`src/rtl/mdio_mgmt_pkg.sv`:
```
package mdio_mgmt_pkg;
  // register word addresses
  localparam logic [1:0] ADR_CTRL = 2'd0;
  localparam logic [1:0] ADR_CFG  = 2'd1;
  localparam logic [1:0] ADR_STAT = 2'd2;
  localparam logic [1:0] ADR_MGMT = 2'd3;

  // bit positions software relies on
  localparam int CTRL_EN_BIT   = 4;
  localparam int CFG_SLOW_BIT  = 0;
  localparam int STAT_IDLE_BIT = 2;

  // management word fields
  localparam int         OP_HI      = 29;
  localparam int         OP_LO      = 28;
  localparam logic [1:0] OP_READ    = 2'b10;
  localparam int         TA_TOP_BIT = 17;

  typedef enum logic {ENG_IDLE, ENG_SHIFT} eng_state_e;
endpackage

```
`src/rtl/mdio_mdc_gen.sv`:
```
module mdio_mdc_gen #(
  parameter int DIV_FAST = 48,
  parameter int DIV_SLOW = 64
) (
  input  logic clk,
  input  logic rst_n,
  input  logic run,
  input  logic slow_sel,
  output logic mdc,
  output logic rise_stb,
  output logic fall_stb
);
  localparam int DIV_MAX = (DIV_SLOW > DIV_FAST) ? DIV_SLOW : DIV_FAST;
  localparam int CW      = $clog2(DIV_MAX + 1);
  localparam logic [CW-1:0] FAST_C = CW'(DIV_FAST);
  localparam logic [CW-1:0] SLOW_C = CW'(DIV_SLOW);
  localparam logic [CW-1:0] ONE_C  = CW'(1);

  logic          slow_q, slow_nxt;
  logic [CW-1:0] cnt_q, cnt_nxt;
  logic [CW-1:0] div_cur, half_cur;

  always_comb begin
    div_cur  = slow_q ? SLOW_C : FAST_C;
    half_cur = div_cur >> 1;
    // divisor is frozen for the length of a frame
    slow_nxt = run ? slow_q : slow_sel;
    cnt_nxt  = '0;
    if (run) begin
      cnt_nxt = (cnt_q == div_cur - ONE_C) ? '0 : cnt_q + ONE_C;
    end
    rise_stb = run && (cnt_q == half_cur - ONE_C);
    fall_stb = run && (cnt_q == div_cur - ONE_C);
    mdc      = run && (cnt_q >= half_cur);
  end

  always_ff @(posedge clk or negedge rst_n) begin
    if (!rst_n) begin
      slow_q <= 1'b0;
      cnt_q  <= '0;
    end else begin
      slow_q <= slow_nxt;
      cnt_q  <= cnt_nxt;
    end
  end
endmodule

```
`src/rtl/mdio_frame_engine.sv`:
```
module mdio_frame_engine
  import mdio_mgmt_pkg::*;
#(
  parameter int PRE_LEN = 32,
  parameter int WORD_W  = 32,
  parameter int DATA_W  = 16
) (
  input  logic              clk,
  input  logic              rst_n,
  input  logic              enable,
  input  logic              start,
  input  logic [WORD_W-1:0] start_word,
  input  logic              mdio_i,
  input  logic              rise_stb,
  input  logic              fall_stb,
  output logic              busy,
  output logic              mdio_o,
  output logic              mdio_oe,
  output logic              wb_valid,
  output logic [DATA_W-1:0] wb_data
);
  localparam int FRAME_LEN = PRE_LEN + WORD_W;
  localparam int IW        = $clog2(FRAME_LEN);
  localparam int WSEL      = $clog2(WORD_W);
  localparam logic [IW-1:0] PRE_I     = IW'(PRE_LEN);
  localparam logic [IW-1:0] LAST_I    = IW'(FRAME_LEN - 1);
  localparam logic [IW-1:0] RELEASE_I = IW'(PRE_LEN + WORD_W - 1 - TA_TOP_BIT);
  localparam logic [IW-1:0] CAPTURE_I = IW'(PRE_LEN + WORD_W - DATA_W);
  localparam logic [IW-1:0] ONE_I     = IW'(1);

  eng_state_e        state_q, state_nxt;
  logic [IW-1:0]     idx_q, idx_nxt;
  logic [WORD_W-1:0] word_q, word_nxt;
  logic              rd_q, rd_nxt;
  logic [DATA_W-1:0] shift_q, shift_nxt;
  logic [WSEL-1:0]   bit_sel;

  always_comb begin
    state_nxt = state_q;
    idx_nxt   = idx_q;
    word_nxt  = word_q;
    rd_nxt    = rd_q;
    shift_nxt = shift_q;
    wb_valid  = 1'b0;
    case (state_q)
      ENG_IDLE: begin
        if (start && enable) begin
          state_nxt = ENG_SHIFT;
          idx_nxt   = '0;
          word_nxt  = start_word;
          rd_nxt    = (start_word[OP_HI:OP_LO] == OP_READ);
          shift_nxt = '0;
        end
      end
      default: begin
        if (!enable) begin
          state_nxt = ENG_IDLE;
        end else begin
          if (rise_stb && rd_q && (idx_q >= CAPTURE_I)) begin
            shift_nxt = {shift_q[DATA_W-2:0], mdio_i};
          end
          if (fall_stb) begin
            if (idx_q == LAST_I) begin
              state_nxt = ENG_IDLE;
              wb_valid  = rd_q;
            end else begin
              idx_nxt = idx_q + ONE_I;
            end
          end
        end
      end
    endcase
  end

  always_comb begin
    busy    = (state_q == ENG_SHIFT);
    bit_sel = WSEL'(LAST_I - idx_q);
    mdio_o  = (!busy || idx_q < PRE_I) ? 1'b1 : word_q[bit_sel];
    mdio_oe = busy && !(rd_q && (idx_q >= RELEASE_I));
    wb_data = shift_q;
  end

  always_ff @(posedge clk or negedge rst_n) begin
    if (!rst_n) begin
      state_q <= ENG_IDLE;
      idx_q   <= '0;
      word_q  <= '0;
      rd_q    <= 1'b0;
      shift_q <= '0;
    end else begin
      state_q <= state_nxt;
      idx_q   <= idx_nxt;
      word_q  <= word_nxt;
      rd_q    <= rd_nxt;
      shift_q <= shift_nxt;
    end
  end
endmodule

```
`src/rtl/mdio_mgmt_regs.sv`:
```
module mdio_mgmt_regs
  import mdio_mgmt_pkg::*;
#(
  parameter int WORD_W = 32,
  parameter int DATA_W = 16
) (
  input  logic              clk,
  input  logic              rst_n,
  input  logic [1:0]        bus_addr,
  input  logic              bus_wr,
  input  logic [WORD_W-1:0] bus_wdata,
  output logic [WORD_W-1:0] bus_rdata,
  input  logic              busy,
  input  logic              wb_valid,
  input  logic [DATA_W-1:0] wb_data,
  output logic              port_en,
  output logic              slow_sel,
  output logic              start,
  output logic [WORD_W-1:0] mgmt_word
);
  logic              en_q, en_nxt;
  logic              slow_q, slow_nxt;
  logic [WORD_W-1:0] word_q, word_nxt;
  logic              mgmt_wr;

  always_comb begin
    mgmt_wr  = bus_wr && (bus_addr == ADR_MGMT) && !busy;
    en_nxt   = en_q;
    slow_nxt = slow_q;
    word_nxt = word_q;
    if (bus_wr && bus_addr == ADR_CTRL) en_nxt   = bus_wdata[CTRL_EN_BIT];
    if (bus_wr && bus_addr == ADR_CFG)  slow_nxt = bus_wdata[CFG_SLOW_BIT];
    if (wb_valid) word_nxt[DATA_W-1:0] = wb_data;
    if (mgmt_wr)  word_nxt = bus_wdata;
    start = mgmt_wr && en_q;
  end

  always_comb begin
    bus_rdata = '0;
    case (bus_addr)
      ADR_CTRL: bus_rdata[CTRL_EN_BIT]   = en_q;
      ADR_CFG:  bus_rdata[CFG_SLOW_BIT]  = slow_q;
      ADR_STAT: bus_rdata[STAT_IDLE_BIT] = !busy;
      default:  bus_rdata = word_q;
    endcase
    port_en   = en_q;
    slow_sel  = slow_q;
    mgmt_word = word_q;
  end

  always_ff @(posedge clk or negedge rst_n) begin
    if (!rst_n) begin
      en_q   <= 1'b0;
      slow_q <= 1'b0;
      word_q <= '0;
    end else begin
      en_q   <= en_nxt;
      slow_q <= slow_nxt;
      word_q <= word_nxt;
    end
  end
endmodule

```
`src/rtl/mdio_mgmt_ctrl.sv`:
```
module mdio_mgmt_ctrl #(
  parameter int PRE_LEN  = 32,
  parameter int DIV_FAST = 48,
  parameter int DIV_SLOW = 64
) (
  input  logic        clk,
  input  logic        rst_n,
  input  logic [1:0]  bus_addr,
  input  logic        bus_wr,
  input  logic [31:0] bus_wdata,
  output logic [31:0] bus_rdata,
  output logic        mdc_o,
  output logic        mdio_o,
  output logic        mdio_oe_o,
  input  logic        mdio_i
);
  localparam int WORD_W = 32;
  localparam int DATA_W = 16;

  logic [1:0]        rst_sync_q;
  logic              srst_n;
  logic              busy, start, port_en, slow_sel;
  logic              rise_stb, fall_stb, wb_valid;
  logic [DATA_W-1:0] wb_data;
  logic [WORD_W-1:0] mgmt_word;

  // asynchronous assert, synchronous release
  always_ff @(posedge clk or negedge rst_n) begin
    if (!rst_n) rst_sync_q <= 2'b00;
    else        rst_sync_q <= {rst_sync_q[0], 1'b1};
  end
  assign srst_n = rst_sync_q[1];

  mdio_mgmt_regs #(.WORD_W(WORD_W), .DATA_W(DATA_W)) u_regs (
    .clk(clk), .rst_n(srst_n),
    .bus_addr(bus_addr), .bus_wr(bus_wr), .bus_wdata(bus_wdata), .bus_rdata(bus_rdata),
    .busy(busy), .wb_valid(wb_valid), .wb_data(wb_data),
    .port_en(port_en), .slow_sel(slow_sel), .start(start), .mgmt_word(mgmt_word)
  );

  mdio_mdc_gen #(.DIV_FAST(DIV_FAST), .DIV_SLOW(DIV_SLOW)) u_mdc (
    .clk(clk), .rst_n(srst_n), .run(busy), .slow_sel(slow_sel),
    .mdc(mdc_o), .rise_stb(rise_stb), .fall_stb(fall_stb)
  );

  mdio_frame_engine #(.PRE_LEN(PRE_LEN), .WORD_W(WORD_W), .DATA_W(DATA_W)) u_eng (
    .clk(clk), .rst_n(srst_n), .enable(port_en), .start(start), .start_word(bus_wdata),
    .mdio_i(mdio_i), .rise_stb(rise_stb), .fall_stb(fall_stb),
    .busy(busy), .mdio_o(mdio_o), .mdio_oe(mdio_oe_o),
    .wb_valid(wb_valid), .wb_data(wb_data)
  );
endmodule

```
`config.mk`:
```
export PLATFORM = sky130hd
export DESIGN_NAME = mdio_mgmt_ctrl
export DESIGN_NICKNAME = d
export VERILOG_FILES = /design/src/rtl/mdio_mgmt_pkg.sv /design/src/rtl/mdio_mdc_gen.sv /design/src/rtl/mdio_frame_engine.sv /design/src/rtl/mdio_mgmt_regs.sv /design/src/rtl/mdio_mgmt_ctrl.sv
export SDC_FILE = /design/constraint.sdc
export NUM_CORES = 1
export LEC_CHECK = 0
export CAP_MARGIN = 30
export CORE_UTILIZATION = 47
export CTS_CLUSTER_SIZE = 16
export DETAILED_ROUTE_END_ITERATION = 8
export PLACE_DENSITY = 0.71
export SYNTH_ARGS = -nofsm -noshare
export SYNTH_HDL_FRONTEND = slang
export SYNTH_SLANG_ARGS = --single-unit
export TNS_END_PERCENT = 20
```
`constraint.sdc`:
```
create_clock -name clk -period 3.45 [get_ports clk]
set_input_delay 0.69 -clock clk [delete_from_list [all_inputs] [get_ports clk]]
set_output_delay 0.69 -clock clk [all_outputs]
set_load 0.01 [all_outputs]
```
* Word-level counts from Yosys, hierarchy flattened
Index checks and enable logic that the tools add are counted.
Operators by class: add/subtract/negate cells 5, magnitude comparators 5, equality and inequality tests 11, multiplexer cells 32, bitwise gates (word level) 1, reduce and logical (&&, ||, !) cells 26
Operators with widths (count):
- 2-to-1 mux 16 bit | 6
- 2-to-1 mux 6 bit | 5
- 2-to-1 mux 27 bit | 1
- 2-to-1 mux 7 bit | 3
- == test 7 bit | 2
- logical AND 1 bit | 13
- 2-to-1 mux 1 bit | 13
- >= comparator 6 bit (second input constant) | 2
- adder 7 x 1 -> 7 bit (second input constant) | 1
- >= comparator 7 x 6 -> 1 bit | 1
- subtractor 6 x 1 -> 7 bit (second input constant) | 1
- subtractor 7 x 1 -> 7 bit (second input constant) | 1
- adder 6 x 1 -> 6 bit (second input constant) | 1
- == test 2 bit (second input constant) | 3
- == test 6 bit (second input constant) | 1
- less-than comparator 5 x 6 -> 1 bit (second input constant) | 1
- less-than comparator 6 bit (second input constant) | 1
- inequality test 2 bit (second input constant) | 3
- one-hot mux 1 bit (2 select lines) | 3
- OR reduction 2 bit | 3
- binary-select mux 1 bit (select 5 bit) | 1
- subtractor 5 bit (first input constant) | 1
- AND reduction 4 bit | 1
- nonzero test 2 bit | 2
- 9 further kinds | 10
Word-level totals: register bits after elaboration 100, word-level logic and storage cells 92

* Depth between registers and ports, before layout
word-level depth 9, mapped depth 7, depth with buffers taken out 6

* Modules after synthesis
From an unflattened synthesis, not the netlist that was laid out.
Unflattened totals: cell total of the unflattened synthesis 473, area total of the unflattened synthesis 4992.3 um^2
By module, submodules not included:
- mdio_frame_engine | times used 1, cells each 283, area each 2566.2 um^2
- mdio_mgmt_regs | times used 1, cells each 138, area each 1890.6 um^2
- mdio_mdc_gen | times used 1, cells each 49, area each 481.7 um^2
- mdio_mgmt_ctrl | times used 1, cells each 3, area each 53.8 um^2

* Worst setup path before layout
Ideal clock, no wire load.
kind flip-flop to output port, from register u_eng.idx_q[0], to output mdio_o, arrival 1.575 ns, data required time 2.760 ns, path slack 1.185 ns, stages on the path, launching flop included 8, path buffers 3, path through dfrtp_1 > clkbuf_1 > buf_2 > buf_2 > mux2i_1 > nand3_1 > a31oi_1 > nand4_1
Between the ends: word-level cells in the longest chain between the ends 4, elaborated cells between the ends (all ways) 6
Ends and longest elaborated chain:
- from (decl) | line mdio_frame_engine.sv:32 | logic [IW-1:0] idx_q, idx_nxt;
- from (signal assigned) | line mdio_frame_engine.sv:92 | idx_q <= idx_nxt;
- subtractor 5 bit | line mdio_frame_engine.sv:77 | bit_sel = WSEL'(LAST_I - idx_q);
- binary-select mux 1 bit (select 5 bit) | line mdio_frame_engine.sv:78 | mdio_o = (!busy || idx_q < PRE_I) ? 1'b1 : word_q[bit_sel];
- 2-to-1 mux 1 bit (not written as such) | line mdio_frame_engine.sv:78
- 2-to-1 mux 1 bit (*) | line mdio_frame_engine.sv:78
- to (decl) | line mdio_mgmt_ctrl.sv:13 | output logic mdio_o,
Every way passes the cells marked *; elsewhere a longest branch is shown, timed or not. The select of a mux whose other input is x is not followed.

* Worst setup path in the final report
Same ends and word-level chain as after synthesis.

==> impl_metrics.tcl <==
set metrics [dict create \
    total_power_w 0.002844 \
    stdcell_area_um2 5848 \
    layout_common_cells "nand2_1, dfrtp_1, clkdlybuf4s50_1" \
    area_growth_pct 21.37 \
    wire_per_inst_um 15.65 \
    route.detailed.drc 0 \
    avgSynthCellArea_um2 9.734 \
    p_switching_w 0.0008400 \
    cts_max_level 3 \
    fin_util 0.5928 \
    worst-path-buf-inv 2 \
    power_density_nw_per_um2 486.2 \
    cpPeakStageDelay_ns 0.57 \
    start_kind "flip-flop" \
    post_cts_buffers 0 \
    cts_root_buf "clkbuf_8" \
    clk_pin_slew_worst_paths_ns 0.12 \
    numCtsBuffers 9 \
    maxSlewViolCount 0 \
    pwr-share-comb 0.198 \
    r2r-end "u_regs.mgmt_word[10]" \
    layout_commonest_cell "nand2_1" \
    cts_sinks 100 \
    hold_class "reg -> async" \
    io_buffers 72 \
    num_rows 36 \
    synthTopCellsByArea "dfrtp_1, nand2_1, mux2_2" \
    drive_above_1_share 0.1268 \
    r2r-start "u_eng.idx_q[0]" \
    ys_seq_area_frac 0.5193 \
    whs_ns 0.2736 \
    rsz0062_at_grt "no" \
    crit_top_cell "nand4_1" \
    cts_tree "yes" \
    p_leak_nw 2.564 \
    drt_iter0_drc 187 \
    synth_edf_count 0 \
    first_global_vias 3622 \
    synth_area_um2 4818 \
    peakVddDrop_mv 0.2456 \
    die_x_um 103.3 \
    synth_ff_type "dfrtp_1" \
    diodes 0 \
    fmax_ghz 0.3224 \
    synth-seq-cells 100 \
    fin_skew_ns 0.02030 \
    cp_data_required_time_ns 2.76 \
    synth_top_family_by_area "simple AND/OR/NAND/NOR gates" \
    muxShareOfSynthArea 0.1132 \
    synth_xor_area_frac 0.009089 \
    endpoint_kind "primary output" \
    antenna_found_initial 0 \
    worstMarginPinSlew_ns 0.8434 \
    grt_overflow 0 \
    vias 3738 \
    clk_path_buf_depth 2 \
    grt_usage 0.2277 \
    pin_count 73 \
    place_area_um2 5655 \
    r2r_slack_ns 1.11 \
    synth_cells 495 \
    synthesis.nets 539 \
    grt_pass1_wl_um 18420 \
    synth.largest_area_cell "dfrtp_1" \
    synth.distinct_cells 46 \
    r2r_cells 8 \
    min_period_ns 3.102 \
    hpwl_um 7609 \
    yosysTopAreaCellShare 0.5193 \
    relSlewSlack 0.4364 \
    place_congestion 0.8272 \
    insertion_delay_ns 0.38 \
    path_cells "buf_4, mux2i_1, a221oi_1, nand4_1, nand4_1, clkdlybuf4s50_1" \
    cp_slowest_cell "dfrtp_2" \
    cpLargestDelayFamily "buffers and inverters" \
    synthAdderAreaFrac 0.01558 \
    synth_simple_gate_area_share 0.2199 \
    core_area_um2 9864 \
    first_pass_iters 5 \
    yosys_warnings 0 \
    crit_type "reg -> out" \
    path_max_fanout 13 \
    synth_compound_area_frac 0.08439 \
    p_int_w 0.002004 \
    setup_violations 0 \
    p_seq_frac 0.546 \
    ant_nets 0 \
    dieArea_um2 10660 \
    tns_ns 0 \
    wl_um 10840 \
    status "completed" \
    die_h_um 103.3 \
    synthArstFlopShare 1.000 \
    grt_max_degree 38 \
    routed_via_density 5.394 \
    period_share 0.8991 \
    layout.nets 599 \
    hold_viol 0 \
    p_clk_frac 0.256 \
    swShare 0.2954 \
    start_util 0.4885 \
    crit_arrival_ns 2.41 \
    cap_violations 0 \
]
[registers in the layout, summed over array words and instances (netlist names)]
| signal | count |
|---|---|
| u_mdc.cnt_q | 7 |
| rst_sync_q | 2 |
| u_eng.wb_data | 16 |
| u_eng.busy | 1 |
| u_regs.port_en | 1 |
| u_mdc.slow_q | 1 |
| u_regs.mgmt_word | 32 |
| u_eng.word_q | 32 |
| u_eng.idx_q | 6 |
| u_regs.slow_sel | 1 |
| u_eng.rd_q | 1 |
[how the worst max path moves through the flow]
stage,cells past startpoint,endpoint,start,slack (ns)
3_5_place_dp,5,bus_rdata[0],bus_addr[1],0.49
3_3_place_gp,5,bus_rdata[0],bus_addr[1],0.51
2_1_floorplan,0,u_eng.busy,rst_sync_q[1],0.46
6_report,6,mdio_o,u_eng.idx_q[0],0.35
5_1_grt,6,mdio_o,u_eng.idx_q[0],0.19
4_1_cts,6,mdio_o,u_eng.idx_q[0],0.16
[layer usage]
layer,GRT usage,wire length (um)
met5,0,0
met3,0.04570,385
met1,0.3197,5338
met4,0.07259,123
met2,0.3585,4995
[worst register-to-register path: stages (launching register included)]
cell and delay, ns:
dfrtp_2 0.57, buf_4 0.28, ha_1 0.24, and3_1 0.17, nand3_1 0.18, o31ai_4 0.40, buf_8 0.25, nor2_1 0.06
a31oi_1 0.14
[area by class of cell]
type	count	area, um^2
fillers	808	4016
clock buffers	9	123.9
inverters	6	22.52
well taps	133	166.4
multi-input cells	353	2135
repair buffers	85	825.8
flip-flops and latches	100	2507
clock inverters	7	67.56
[cell families (layout without fill, tap and decap cells)]
logic type                 after synthesis  count (layout)
DFF                                    100             100
xor gates and xnor gates                 5               5
and+or+nand+nor                        229             229
adders and majority gates                6               6
AOI/OAI and AO/OA                       62              62
other                                    1               1
muxes                                   50              50
buffers and inverters                   42             107
[cell usage after synthesis, types with 4 or more instances]
| cell | instances |
|---|---|
| nor2b_1 | 5 |
| nand3_1 | 13 |
| nor2_1 | 29 |
| nand2_1 | 125 |
| o21ai_1 | 4 |
| buf_2 | 7 |
| mux2i_1 | 14 |
| a31oi_1 | 17 |
| o21ai_0 | 19 |
| mux2_2 | 36 |
| and3_1 | 36 |
| a211oi_1 | 4 |
| inv_1 | 5 |
| dfrtp_1 | 100 |
| ha_1 | 6 |
| nand4_1 | 4 |
| clkbuf_1 | 26 |
[through the flow]
step	std cells	setup slack, ns
finish	693	0.3481
global route	693	0.1884
CTS	693	0.1613
detailed placement	677	0.4893
global placement	676	0.5063
floorplan	495	0.4582
[power by group through the flow]
stage / clock, W / combinational, W / sequential [W]
detailed placement: 0 / 0.000570 / 0.00157
global placement: 0 / 0.000552 / 0.00156
global route: 0.000787 / 0.000632 / 0.00159
finish: 0.000729 / 0.000563 / 0.00155
floorplan: 0 / 0.000383 / 0.00152
CTS: 0.000753 / 0.000570 / 0.00155
[timing repair]
action | 4_1_cts | 5_1_grt
gates resized for setup | 0 | 1
hold buffers | 0 | 0
setup endpoints to repair | 0 | 1
(Power assumes the default switching activity.)
